**src/rtl/dsp_seq_pkg.sv**
```systemverilog
package dsp_seq_pkg;
  localparam int unsigned FULL_STEPS = 1536;
  localparam int unsigned PC_W       = $clog2(FULL_STEPS);
  localparam int unsigned SEL_W      = 2;
  localparam int unsigned DIV_CNT_W  = (1 << SEL_W) - 1;

  typedef logic [PC_W-1:0] pc_t;

  function automatic pc_t last_step(input int unsigned full, input logic [SEL_W-1:0] code);
    last_step = pc_t'((full >> code) - 1);
  endfunction
endpackage

```
**src/rtl/seq_edge_sync.sv**
```systemverilog
module seq_edge_sync #(
  parameter int unsigned STAGES = 2
) (
  input  logic clk,
  input  logic rst_n,
  input  logic async_i,
  output logic rise_o,
  output logic fall_o
);
  logic [STAGES-1:0] chain_q, chain_d;
  logic              prev_q;

  assign chain_d[0] = async_i;
  for (genvar i = 1; i < STAGES; i++) begin : g_chain
    assign chain_d[i] = chain_q[i-1];
  end

  always_ff @(posedge clk or negedge rst_n) begin
    if (!rst_n) begin
      chain_q <= '0;
      prev_q  <= 1'b0;
    end else begin
      chain_q <= chain_d;
      prev_q  <= chain_q[STAGES-1];
    end
  end

  assign rise_o = chain_q[STAGES-1] & ~prev_q;
  assign fall_o = ~chain_q[STAGES-1] & prev_q;
endmodule

```
**src/rtl/seq_sync_div.sv**
```systemverilog
module seq_sync_div
  import dsp_seq_pkg::*;
#(
  parameter int unsigned SW = SEL_W,
  localparam int unsigned CW = (1 << SW) - 1
) (
  input  logic          clk,
  input  logic          rst_n,
  input  logic          rise_i,
  input  logic [SW-1:0] div_sel,
  output logic          sync_o
);
  logic [CW-1:0] cnt_q, cnt_d, top_val;

  always_comb begin
    top_val = CW'((32'd1 << div_sel) - 32'd1);
    cnt_d   = cnt_q;
    if (rise_i) begin
      if (cnt_q >= top_val) cnt_d = '0;
      else                  cnt_d = cnt_q + 1'b1;
    end
  end

  always_ff @(posedge clk or negedge rst_n) begin
    if (!rst_n)      cnt_q <= '0;
    else if (rise_i) cnt_q <= cnt_d;
  end

  assign sync_o = rise_i && (cnt_q == '0);
endmodule

```
**src/rtl/seq_pc_gen.sv**
```systemverilog
module seq_pc_gen
  import dsp_seq_pkg::*;
#(
  parameter int unsigned STEPS = FULL_STEPS,
  localparam int unsigned PW = $clog2(STEPS)
) (
  input  logic             clk,
  input  logic             rst_n,
  input  logic             sync_i,
  input  logic [SEL_W-1:0] len_sel,
  output logic [PW-1:0]    pc_o,
  output logic             eos_o,
  output logic             idle_o,
  output logic             start_o,
  output logic             ovr_o
);
  logic [PW-1:0] pc_q, pc_d, last;
  logic          idle_q, idle_d, ovr_q, ovr_d, st_q, st_d, at_end;

  always_comb begin
    last   = PW'((STEPS >> len_sel) - 1);
    at_end = (pc_q >= last);
    pc_d   = pc_q;
    idle_d = idle_q;
    ovr_d  = ovr_q;
    st_d   = 1'b0;
    if (sync_i) begin
      pc_d   = '0;
      idle_d = 1'b0;
      st_d   = 1'b1;
      if (!idle_q && !at_end) ovr_d = 1'b1;
    end else if (!idle_q) begin
      if (at_end) idle_d = 1'b1;
      else        pc_d   = pc_q + 1'b1;
    end
  end

  always_ff @(posedge clk or negedge rst_n) begin
    if (!rst_n) begin
      pc_q   <= '0;
      idle_q <= 1'b1;
      ovr_q  <= 1'b0;
      st_q   <= 1'b0;
    end else begin
      pc_q   <= pc_d;
      idle_q <= idle_d;
      ovr_q  <= ovr_d;
      st_q   <= st_d;
    end
  end

  assign pc_o    = pc_q;
  assign idle_o  = idle_q;
  assign ovr_o   = ovr_q;
  assign start_o = st_q;
  assign eos_o   = !idle_q && at_end;
endmodule

```
**src/rtl/dsp_seq.sv**
```systemverilog
module dsp_seq
  import dsp_seq_pkg::*;
#(
  parameter int unsigned STEPS   = FULL_STEPS,
  parameter int unsigned SYNC_FF = 2,
  localparam int unsigned PW = $clog2(STEPS)
) (
  input  logic             clk,
  input  logic             rst_n,
  input  logic             lrclk_in,
  input  logic             lrclk_out,
  input  logic [SEL_W-1:0] len_sel,
  input  logic [SEL_W-1:0] div_sel,
  input  logic             latch_sel,
  input  logic             run_en,
  output logic [PW-1:0]    pc_o,
  output logic             eos_o,
  output logic             frame_start_o,
  output logic             idle_o,
  output logic             overrun_o,
  output logic             latch_stb_o,
  output logic             clear_o
);
  logic in_rise, in_fall, out_rise, out_fall, sync_evt;
  logic lat_q, lat_d, clr_q, clr_d;

  seq_edge_sync #(.STAGES(SYNC_FF)) u_in_sync (
    .clk(clk), .rst_n(rst_n), .async_i(lrclk_in), .rise_o(in_rise), .fall_o(in_fall)
  );

  seq_edge_sync #(.STAGES(SYNC_FF)) u_out_sync (
    .clk(clk), .rst_n(rst_n), .async_i(lrclk_out), .rise_o(out_rise), .fall_o(out_fall)
  );

  seq_sync_div #(.SW(SEL_W)) u_div (
    .clk(clk), .rst_n(rst_n), .rise_i(in_rise), .div_sel(div_sel), .sync_o(sync_evt)
  );

  seq_pc_gen #(.STEPS(STEPS)) u_pc (
    .clk(clk), .rst_n(rst_n), .sync_i(sync_evt), .len_sel(len_sel),
    .pc_o(pc_o), .eos_o(eos_o), .idle_o(idle_o), .start_o(frame_start_o), .ovr_o(overrun_o)
  );

  always_comb begin
    clr_d = ~run_en;
    lat_d = run_en & (latch_sel ? (out_rise | out_fall) : eos_o);
  end

  always_ff @(posedge clk or negedge rst_n) begin
    if (!rst_n) begin
      lat_q <= 1'b0;
      clr_q <= 1'b1;
    end else begin
      lat_q <= lat_d;
      clr_q <= clr_d;
    end
  end

  assign latch_stb_o = lat_q;
  assign clear_o     = clr_q;

  logic unused_fall;
  assign unused_fall = in_fall;
endmodule

```
**config.mk**
```make
export PLATFORM = sky130hd
export DESIGN_NAME = dsp_seq
export DESIGN_NICKNAME = d
export VERILOG_FILES = /design/src/rtl/dsp_seq_pkg.sv /design/src/rtl/seq_edge_sync.sv /design/src/rtl/seq_sync_div.sv /design/src/rtl/seq_pc_gen.sv /design/src/rtl/dsp_seq.sv
export SDC_FILE = /design/constraint.sdc
export NUM_CORES = 1
export LEC_CHECK = 0
export CAP_MARGIN = 40
export CORE_UTILIZATION = 54
export DETAILED_ROUTE_END_ITERATION = 8
export PLACE_DENSITY = 0.83
export SYNTH_ARGS = -nofsm -noshare
export SYNTH_HDL_FRONTEND = slang
export SYNTH_HIERARCHICAL = 1
export SYNTH_SLANG_ARGS = --single-unit
```
**constraint.sdc**
```tcl
create_clock -name clk -period 4.9 [get_ports clk]
set_input_delay 0.735 -clock clk [delete_from_list [all_inputs] [get_ports clk]]
set_output_delay 0.735 -clock clk [all_outputs]
set_load 0.1 [all_outputs]
```
# Word level (Yosys, flattened, before mapping)
# Index checks and enable logic that the tools add are counted.
totals:
  word_cells: 47
  ff_bits: 25
  inputBits: 10
op_classes:
  n_bitwise: 9
  addsub: 4
  eq_ne: 2
  magnitude_cmp: 2
  n_mux: 9
  reduce_logical: 8
  shifts: 2
op_table:
  columns: ["operator", "n"]
  rows:
  - ["2-to-1 mux 11 bit", 3]
  - ["adder 11 x 1 -> 11 bit, second input constant", 1]
  - ["greater-or-equal comparator 11 bit", 1]
  - [">> shifter 11 x 2 -> 11 bit, first input constant", 1]
  - ["subtractor 11 x 1 -> 11 bit, second input constant", 1]
  - ["2-to-1 mux 1 bit", 5]
  - ["AND 1 bit", 4]
  - ["!= test 2 bit, second input constant", 2]
  - ["inverter 1 bit", 4]
  - ["AND reduction 2 bit", 2]
  - ["adder 3 x 1 -> 3 bit, second input constant", 1]
  - ["greater-or-equal comparator 3 bit", 1]
  - ["logical AND 1 bit", 3]
  - ["logical NOT 3 bit", 1]
  - ["2-to-1 mux 3 bit", 1]
  - ["<< shifter 1 x 2 -> 3 bit, first input constant", 1]
  - ["subtractor 3 x 1 -> 3 bit, second input constant", 1]
  - ["logical NOT 1 bit", 2]
  - ["OR 1 bit", 1]

# Longest topological paths before layout
# Gate-level depths: netlist (run 1).
depth:
  depth_word: 6
  mapped_depth: 8

# Modules after synthesis
# The synthesis (run 1) kept the hierarchy.
by_module_without_submodules:
  columns: ["mod", "cells_each", "n_inst", "area_each_um2", "seq_area_each_um2"]
  rows:
  - ["seq_pc_gen", 81, 1, 848.3, 351.6]
  - ["seq_sync_div", 27, 1, 264.0, 75.1]
  - ["seq_edge_sync", 5, 2, 90.1, 75.1]
  - ["dsp_seq", 6, 1, 68.8, 51.3]

# Least setup slack after synthesis (run 1)
# No wires, ideal clock.
synth_path:
  path_kind: "reg2out"
  start: "reg u_pc.pc_q[0], in the netlist u_pc/pc_o[0]"
  end: "out eos_o"
  setup_slack_ns: 0.613
  path_stages_with_launch: 6
  arrival_ns: 3.552
  required_time_ns: 4.165
  path_buffers: 0
  cell_sequence: "dfrtp_1 -> ha_1 -> a21o_1 -> a41oi_4 -> or2_2 -> a21oi_1"
synth_between:
  elab_chain_cells: 2
synth_lines:
  columns: ["item", "line", "source"]
  rows:
  - ["start, declared", "seq_pc_gen.sv:17", "logic [PW-1:0] pc_q, pc_d, last;"]
  - ["start signal, assigned", "seq_pc_gen.sv:45", "pc_q <= pc_d;"]
  - ["greater-or-equal comparator 11 bit", "seq_pc_gen.sv:22", "at_end = (pc_q >= last);"]
  - ["logical AND 1 bit", "seq_pc_gen.sv:56", "assign eos_o = !idle_q && at_end;"]
  - ["end, declared", "dsp_seq.sv:17", "output logic eos_o,"]
# No other way between the ends.

# Worst setup path in the final report (run 1)
layout_path:
  start: "in len_sel[0]"
  end: "out eos_o"
layout_between:
  elab_chain_cells: 4
layout_lines:
  columns: ["item", "line", "source"]
  rows:
  - ["start, declared", "dsp_seq.sv:12", "input logic [SEL_W-1:0] len_sel,"]
  - [">> shifter 11 x 2 -> 11 bit", "seq_pc_gen.sv:21", "last = PW'((STEPS >> len_sel) - 1);"]
  - ["subtractor 11 x 1 -> 11 bit", "seq_pc_gen.sv:21", null]
  - ["greater-or-equal comparator 11 bit", "seq_pc_gen.sv:22", null]
  - ["logical AND 1 bit", "seq_pc_gen.sv:56", null]
# No other way between the ends.

==> impl_metrics.prom, run 1 <==
# TYPE chip_impl_metric gauge
chip_impl_info{name="run_status",value="complete, no violations"} 1
chip_impl_metric{name="netlist_instances",unit=""} 123
chip_impl_metric{name="post_cts_hold_buffer_count",unit=""} 0
chip_impl_metric{name="place.gp.congestion",unit=""} 0.816
chip_impl_metric{name="finClkSkew",unit="ns"} 0.00448
chip_impl_info{name="critical_path.cell_chain",value="clkdlybuf4s50_1, or2_2, ha_1, nand4_1, or2_2, a21oi_1, buf_4"} 1
chip_impl_metric{name="cts_max_path_buffers",unit=""} 2
chip_impl_metric{name="portBuffers",unit=""} 26
chip_impl_metric{name="wl_per_cell",unit="um"} 14.7
chip_impl_metric{name="max_stage_delay",unit="ns"} 0.49
chip_impl_metric{name="overflow",unit=""} 0
chip_impl_info{name="crit_slowest_cell",value="sky130_fd_sc_hd__clkdlybuf4s50_1"} 1
chip_impl_info{name="critical_path.endpoint_type",value="primary output"} 1
chip_impl_metric{name="worst_setup_hold_path_clk_slew",unit="ns"} 0.14
chip_impl_metric{name="reg2regPathDepth",unit=""} 6
chip_impl_metric{name="period_minus_slack",unit="ns"} 3.90
chip_impl_metric{name="die_h",unit="um"} 52.0
chip_impl_metric{name="vias_in_the_first_global_route",unit=""} 1128
chip_impl_info{name="hold_path_startpoint",value="u_out_sync/chain_q[0]"} 1
chip_impl_info{name="tritoncts",value="yes"} 1
chip_impl_metric{name="postCtsSetupRepairBufs",unit=""} 0
chip_impl_info{name="worstSetupStartpointType",value="primary input"} 1
chip_impl_metric{name="die-width",unit="um"} 52.0
chip_impl_metric{name="die_area",unit="mm^2"} 0.00271
chip_impl_info{name="cpMostUsedCell",value="sky130_fd_sc_hd__or2_2"} 1
chip_impl_metric{name="clock.fmax",unit="MHz"} 257
chip_impl_metric{name="nets",unit=""} 189
chip_impl_metric{name="synth_nets",unit=""} 144
chip_impl_metric{name="global_route.usage.total",unit=""} 0.246
chip_impl_metric{name="core-area",unit="mm^2"} 0.00228
chip_impl_metric{name="detailedRoute.firstIterationViolations",unit=""} 10
chip_impl_metric{name="worst_slew_pin_slew",unit="ns"} 0.544
chip_impl_info{name="r2r-end",value="u_pc/pc_o[8]"} 1
chip_impl_metric{name="worstPathArrival",unit="ns"} 3.16
chip_impl_metric{name="route.vias.total",unit=""} 1124
chip_impl_metric{name="maximum_capacitance_violations",unit=""} 0
chip_impl_metric{name="first_pass_grt_wire_length",unit="um"} 4910
chip_impl_metric{name="estimated_wirelength_of_the_detail_placed_design",unit="um"} 2260
chip_impl_info{name="min_delay_worst_endpoint",value="u_out_sync/chain_q[1]"} 1
chip_impl_metric{name="drt_drc_violations_left",unit=""} 0
chip_impl_metric{name="worstPathBufferInverterCount",unit=""} 2
chip_impl_metric{name="r2r_slack",unit="ns"} 2.63
chip_impl_metric{name="cts_max_level",unit=""} 1
chip_impl_metric{name="hold_depth",unit=""} 0
chip_impl_info{name="regToRegStartpoint",value="u_pc/pc_o[10]"} 1
chip_impl_metric{name="count_of_cells_resized_by_post_cts_repair",unit=""} 0
chip_impl_metric{name="drt-pass1-iter-count",unit=""} 5
chip_impl_metric{name="finalMaxSlewViolations",unit=""} 0
chip_impl_metric{name="synth_area",unit="mm^2"} 0.00135
chip_impl_metric{name="synth-warning-count",unit=""} 6
chip_impl_metric{name="layout-area-overhead-vs-synth",unit="%"} 41.8
chip_impl_metric{name="critical_path.max_fanout",unit=""} 6
chip_impl_metric{name="rows",unit=""} 17
chip_impl_info{name="critPathKind",value="primary input to primary output"} 1
chip_impl_metric{name="fin_crit_sh",unit=""} 0.796
chip_impl_metric{name="antenna-diode-count",unit=""} 0
chip_impl_metric{name="hold_violations",unit=""} 0
chip_impl_metric{name="drt-total-wl",unit="um"} 2870
chip_impl_info{name="clock_tree.root_cell",value="sky130_fd_sc_hd__clkbuf_4"} 1
chip_impl_metric{name="post_synthesis_area_per_instance",unit="um^2"} 11.0
chip_impl_metric{name="setup_total_negative_slack",unit="ns"} 0
chip_impl_metric{name="powerDensity",unit="mW/mm^2"} 512
chip_impl_metric{name="initial_core_util",unit=""} 0.594
chip_impl_metric{name="worst_ir_drop_vdd",unit="V"} 0.000536
chip_impl_metric{name="cts_inserted_buffers",unit=""} 3
chip_impl_metric{name="fin_worst_hold_slack",unit="ns"} 0.368
chip_impl_metric{name="static-leakage-power",unit="uW"} 0.000829
chip_impl_info{name="rsz0062_at_grt",value="no"} 1
chip_impl_metric{name="number_of_antenna_violations_at_the_first_check_in_global_routing",unit=""} 0
chip_impl_metric{name="setup_violations",unit=""} 0
chip_impl_info{name="min_path_type",value="register to register"} 1
chip_impl_metric{name="crit_required",unit="ns"} 4.16
chip_impl_metric{name="pin_count_of_the_biggest_net_entering_global_routing",unit=""} 16
chip_impl_info{name="timing.critical_path.max_delay_family",value="simple AND/OR/NAND/NOR gates"} 1
chip_impl_metric{name="clk-insertion-delay-late",unit="ns"} 0.32
chip_impl_metric{name="ant_nets",unit=""} 0
chip_impl_metric{name="max-slew-margin-rel",unit=""} 0.636
chip_impl_metric{name="drt-vias-per-instance",unit=""} 5.76
chip_impl_metric{name="clock-sinks",unit=""} 25
chip_impl_metric{name="layout.core_utilization",unit=""} 0.843
chip_impl_metric{name="design.portCount",unit=""} 27
chip_impl_metric{name="fraction_of_layout_instances_using_a_drive_strength_above_1",unit=""} 0.222
[worst register-to-register path, cell delays in order (launching register included)]
cell and delay [ns]:
sky130_fd_sc_hd__dfrtp_1 0.44, sky130_fd_sc_hd__ha_1 0.36, sky130_fd_sc_hd__a21oi_1 0.16, sky130_fd_sc_hd__and3_1 0.43
sky130_fd_sc_hd__o2111ai_4 0.24, sky130_fd_sc_hd__or3_1 0.39, sky130_fd_sc_hd__a21oi_1 0.17
[cells in the final DEF, fill, tap and decap left out, types with 3 or more instances in the layout]
master and instances:
sky130_fd_sc_hd__xor2_1 5, sky130_fd_sc_hd__dfrtp_1 23, sky130_fd_sc_hd__nand4_1 3, sky130_fd_sc_hd__ha_1 11, sky130_fd_sc_hd__nor2b_1 5, sky130_fd_sc_hd__or3_1 5, sky130_fd_sc_hd__buf_8 17, sky130_fd_sc_hd__nor2_1 8
sky130_fd_sc_hd__o21ai_0 5, sky130_fd_sc_hd__o2111ai_1 4, sky130_fd_sc_hd__clkbuf_4 3, sky130_fd_sc_hd__nand3_1 4, sky130_fd_sc_hd__clkdlybuf4s50_1 25, sky130_fd_sc_hd__nand2_1 5, sky130_fd_sc_hd__or2_2 3, sky130_fd_sc_hd__inv_1 6
sky130_fd_sc_hd__a21oi_1 8
[per-layer routing]
| layer | track usage | up-vias | routed length, um |
|---|---|---|---|
| met5 | 0 | - | 0 |
| met4 | 0.0676 | 0 | 27 |
| met3 | 0.0263 | 4 | 78 |
| met2 | 0.436 | 28 | 1480 |
| met1 | 0.316 | 559 | 1290 |
| li1 | - | 533 | - |
[worst max path at each step]
stage,from,endpoint,slack (ns),cells after the start
4_1_cts,len_sel[0],eos_o,1.01,7
3_3_place_gp,len_sel[0],eos_o,1.14,7
5_1_grt,len_sel[0],eos_o,0.91,7
3_5_place_dp,len_sel[0],eos_o,1.01,7
2_1_floorplan,u_pc/pc_o[0],eos_o,0.61,5
6_report,len_sel[0],eos_o,1.00,7
[final cells by class]
| cell class | instances | area [um^2] |
|---|---|---|
| multi-input cells | 89 | 689 |
| flip-flops and latches | 25 | 628 |
| repair buffers | 43 | 513 |
| fillers | 133 | 358 |
| well taps | 28 | 35.0 |
| clock buffers | 3 | 22.5 |
| inverters | 6 | 22.5 |
| clock inverters | 1 | 7.51 |
[sequential cells by signal, indices dropped and copies added (netlist names)]
register and flops:
u_pc/start_o 1, u_pc/ovr_o 1, u_div/cnt_q 3, clear_o 1, u_pc/pc_o 11, u_pc/idle_o 1
u_out_sync/chain_q 2, latch_stb_o 1, u_out_sync/prev_q 1, u_in_sync/chain_q 2, u_in_sync/prev_q 1
[power breakdown]
part	leakage (uW)	switching [uW]	total (uW)	internal (uW)
clock	0.0000139	61.7	92.8	31.2
sequential	0.000310	51.4	305	253
combinational	0.000505	367	584	218
[through the flow]
step / cell area [um^2] / setup WS [ns] / instances / total power, uW
6_report: 1920 / 1.00 / 195 / 982
5_1_grt: 1920 / 0.915 / 195 / 1030
4_1_cts: 1920 / 1.01 / 195 / 984
3_5_place_dp: 1890 / 1.01 / 191 / 891
3_3_place_gp: 1630 / 1.14 / 174 / 774
2_1_floorplan: 1350 / 0.613 / 123 / 676
Power figures use the tool's default switching activity.
==> inputs of run 2 (changes only) <==
CORE_UTILIZATION = 50   (was 54)
PLACE_DENSITY = 0.78   (was 0.83)
clock period = 4.1 ns   (was 4.9 ns; I/O delays follow)
==> run 2 against run 1 <==
Effect of this change: combinational power increased by 19%; hold slack better by 0.0046 ns; sequential power up 19%; via count is 2.0% lower; count of clock-buffer cells in the layout unchanged; non-clock buffer count stayed put; worst setup slack worse by 0.44 ns; utilization decreased by 7.5 points; highest routed layer is now met3.
==> impl_metrics.prom, run 2 (synthesis results as in run 1) <==
# TYPE chip_impl_metric gauge
chip_impl_metric{name="grtUsageMet3",unit=""} 0.0395
chip_impl_metric{name="finalMaxSlewViolations",unit=""} 0
chip_impl_metric{name="static-leakage-power",unit="uW"} 0.000831
chip_impl_metric{name="worst_slew_pin_slew",unit="ns"} 0.623
chip_impl_metric{name="layout-area-overhead-vs-synth",unit="%"} 43.2
chip_impl_metric{name="cts_max_level",unit=""} 1
chip_impl_metric{name="powerDensity",unit="mW/mm^2"} 603
chip_impl_info{name="tritoncts",value="yes"} 1
chip_impl_info{name="min_path_type",value="register to register"} 1
chip_impl_metric{name="core-area",unit="mm^2"} 0.00252
chip_impl_metric{name="initial_core_util",unit=""} 0.536
chip_impl_info{name="critPathKind",value="primary input to primary output"} 1
chip_impl_metric{name="die_area",unit="mm^2"} 0.00292
chip_impl_metric{name="design.portCount",unit=""} 27
chip_impl_metric{name="ant_nets",unit=""} 0
chip_impl_metric{name="rows",unit=""} 18
chip_impl_metric{name="setup_violations",unit=""} 0
chip_impl_metric{name="pin_count_of_the_biggest_net_entering_global_routing",unit=""} 16
chip_impl_metric{name="wl_per_cell",unit="um"} 14.4
chip_impl_metric{name="grt_util_met2",unit=""} 0.391
chip_impl_metric{name="postCtsSetupRepairBufs",unit=""} 0
chip_impl_metric{name="first_pass_grt_wire_length",unit="um"} 4510
chip_impl_metric{name="gr-usage-met1",unit=""} 0.274
chip_impl_metric{name="drt-vias-per-instance",unit=""} 5.59
chip_impl_metric{name="vias_in_the_first_global_route",unit=""} 1041
chip_impl_metric{name="drt-pass1-iter-count",unit=""} 4
chip_impl_metric{name="number_of_antenna_violations_at_the_first_check_in_global_routing",unit=""} 0
chip_impl_metric{name="nets",unit=""} 189
chip_impl_metric{name="cts_inserted_buffers",unit=""} 3
chip_impl_metric{name="setup_total_negative_slack",unit="ns"} 0
chip_impl_metric{name="antenna-diode-count",unit=""} 0
chip_impl_metric{name="drt_drc_violations_left",unit=""} 0
chip_impl_info{name="layout.cells.most_common_list",value="sky130_fd_sc_hd__clkdlybuf4s50_1, sky130_fd_sc_hd__dfrtp_1, sky130_fd_sc_hd__buf_8"} 1
chip_impl_metric{name="crit_required",unit="ns"} 3.48
chip_impl_metric{name="clock-sinks",unit=""} 25
chip_impl_metric{name="critical_path.max_fanout",unit=""} 6
chip_impl_metric{name="worstPathArrival",unit="ns"} 2.92
chip_impl_info{name="rsz0062_at_grt",value="no"} 1
chip_impl_metric{name="die_h",unit="um"} 54.0
chip_impl_metric{name="die-width",unit="um"} 54.0
chip_impl_metric{name="max-slew-margin-rel",unit=""} 0.583
chip_impl_metric{name="period_minus_slack",unit="ns"} 3.54
chip_impl_metric{name="number_of_flip_flops_under_the_largest_register_name",unit=""} 11
chip_impl_metric{name="clock.fmax",unit="MHz"} 283
chip_impl_info{name="worstSetupStartpointType",value="primary input"} 1
chip_impl_metric{name="route.vias.total",unit=""} 1101
chip_impl_info{name="run_status",value="complete, no violations"} 1
chip_impl_metric{name="hold_violations",unit=""} 0
chip_impl_metric{name="portBuffers",unit=""} 26
chip_impl_info{name="critical_path.endpoint_type",value="primary output"} 1
chip_impl_metric{name="fraction_of_layout_instances_using_a_drive_strength_above_1",unit=""} 0.228
chip_impl_metric{name="place.gp.congestion",unit=""} 0.805
chip_impl_info{name="gr-max-usage-layer",value="met2"} 1
chip_impl_metric{name="post_cts_hold_buffer_count",unit=""} 0
chip_impl_metric{name="worst_ir_drop_vdd",unit="V"} 0.000646
chip_impl_metric{name="worst_setup_hold_path_clk_slew",unit="ns"} 0.14
chip_impl_metric{name="finClkSkew",unit="ns"} 0.00708
chip_impl_metric{name="cts_max_path_buffers",unit=""} 2
chip_impl_metric{name="drt-total-wl",unit="um"} 2840
chip_impl_metric{name="total_non_filler_cell_area_in_the_finished_layout",unit="mm^2"} 0.00194
chip_impl_metric{name="maximum_capacitance_violations",unit=""} 0
chip_impl_metric{name="detailed_place.area",unit="mm^2"} 0.00191
chip_impl_metric{name="detailedRoute.firstIterationViolations",unit=""} 10
chip_impl_metric{name="estimated_wirelength_of_the_detail_placed_design",unit="um"} 2270
chip_impl_metric{name="global_route.usage.total",unit=""} 0.221
chip_impl_info{name="clock_tree.root_cell",value="sky130_fd_sc_hd__clkbuf_4"} 1
chip_impl_metric{name="fin_crit_sh",unit=""} 0.863
chip_impl_metric{name="n_fill_cell",unit=""} 169
chip_impl_metric{name="final_cells",unit=""} 197
chip_impl_info{name="mostFrequentLayoutCell",value="sky130_fd_sc_hd__clkdlybuf4s50_1"} 1
chip_impl_metric{name="clk-insertion-delay-late",unit="ns"} 0.31
chip_impl_metric{name="r2r_slack",unit="ns"} 1.84
chip_impl_metric{name="placedCellCount",unit=""} 193
chip_impl_metric{name="count_of_cells_resized_by_post_cts_repair",unit=""} 0
chip_impl_metric{name="overflow",unit=""} 0
==> run 2: final cells by class <==
cell class | count | area, um^2 | share of cell area
Clock buffer | 3 | 22.5 | 0.0116
Sequential cell | 25 | 628 | 0.324
Tap cell | 30 | 37.5 | 0.0194
Inverter | 6 | 22.5 | 0.0116
Clock inverter | 1 | 7.51 | 0.00388
Timing Repair Buffer | 43 | 526 | 0.271
Multi-Input combinational cell | 89 | 693 | 0.358
==> run 2: worst paths after layout <==
| path | from | to | depth (start not counted) |
|---|---|---|---|
| max in group asynchronous | rst_n | u_pc/pc_o[4] | 2 |
| hold / removal | u_in_sync/chain_q[0] | u_in_sync/chain_q[1] | 0 |
| min in group asynchronous | rst_n | u_pc/ovr_o | 1 |
| setup reg to reg | u_pc/pc_o[10] | u_pc/pc_o[8] | 6 |
| setup / recovery | len_sel[0] | eos_o | 7 |
| hold reg to reg | u_in_sync/chain_q[0] | u_in_sync/chain_q[1] | 0 |
==> run 2: per-layer routing <==
metal | wire, um | vias up
li1 | - | 531
met1 | 1260 | 541
met2 | 1470 | 29
met3 | 113 | 0
met4 | 0 | 0
met5 | 0 | -
==> run 2: critical path, stage by stage <==
cell and delay (ns):
sky130_fd_sc_hd__clkdlybuf4s50_1 0.47, sky130_fd_sc_hd__or2_2 0.32, sky130_fd_sc_hd__ha_1 0.35, sky130_fd_sc_hd__nand4_1 0.32
sky130_fd_sc_hd__or2_2 0.42, sky130_fd_sc_hd__a21oi_2 0.21, sky130_fd_sc_hd__buf_12 0.20
==> run 2: power by group <==
part | switching, uW | internal (uW) | total (uW)
clock network | 72.8 | 37.2 | 110
logic | 435 | 259 | 694
registers | 60.9 | 303 | 363
total | 569 | 598 | 1170
==> run 2: stage by stage <==
| stage | hold slack (ns) | utilization | power, uW | setup WS [ns] |
|---|---|---|---|---|
| final | 0.373 | 0.768 | 1170 | 0.562 |
| after global routing | 0.388 | 0.768 | 1230 | 0.456 |
| after CTS | 0.375 | 0.768 | 1180 | 0.563 |
| after detailed placement | 0.343 | 0.756 | 1060 | 0.567 |
| after global placement | 0.338 | 0.655 | 927 | 0.664 |
| after floorplan | 0.319 | - | 808 | 0.504 |
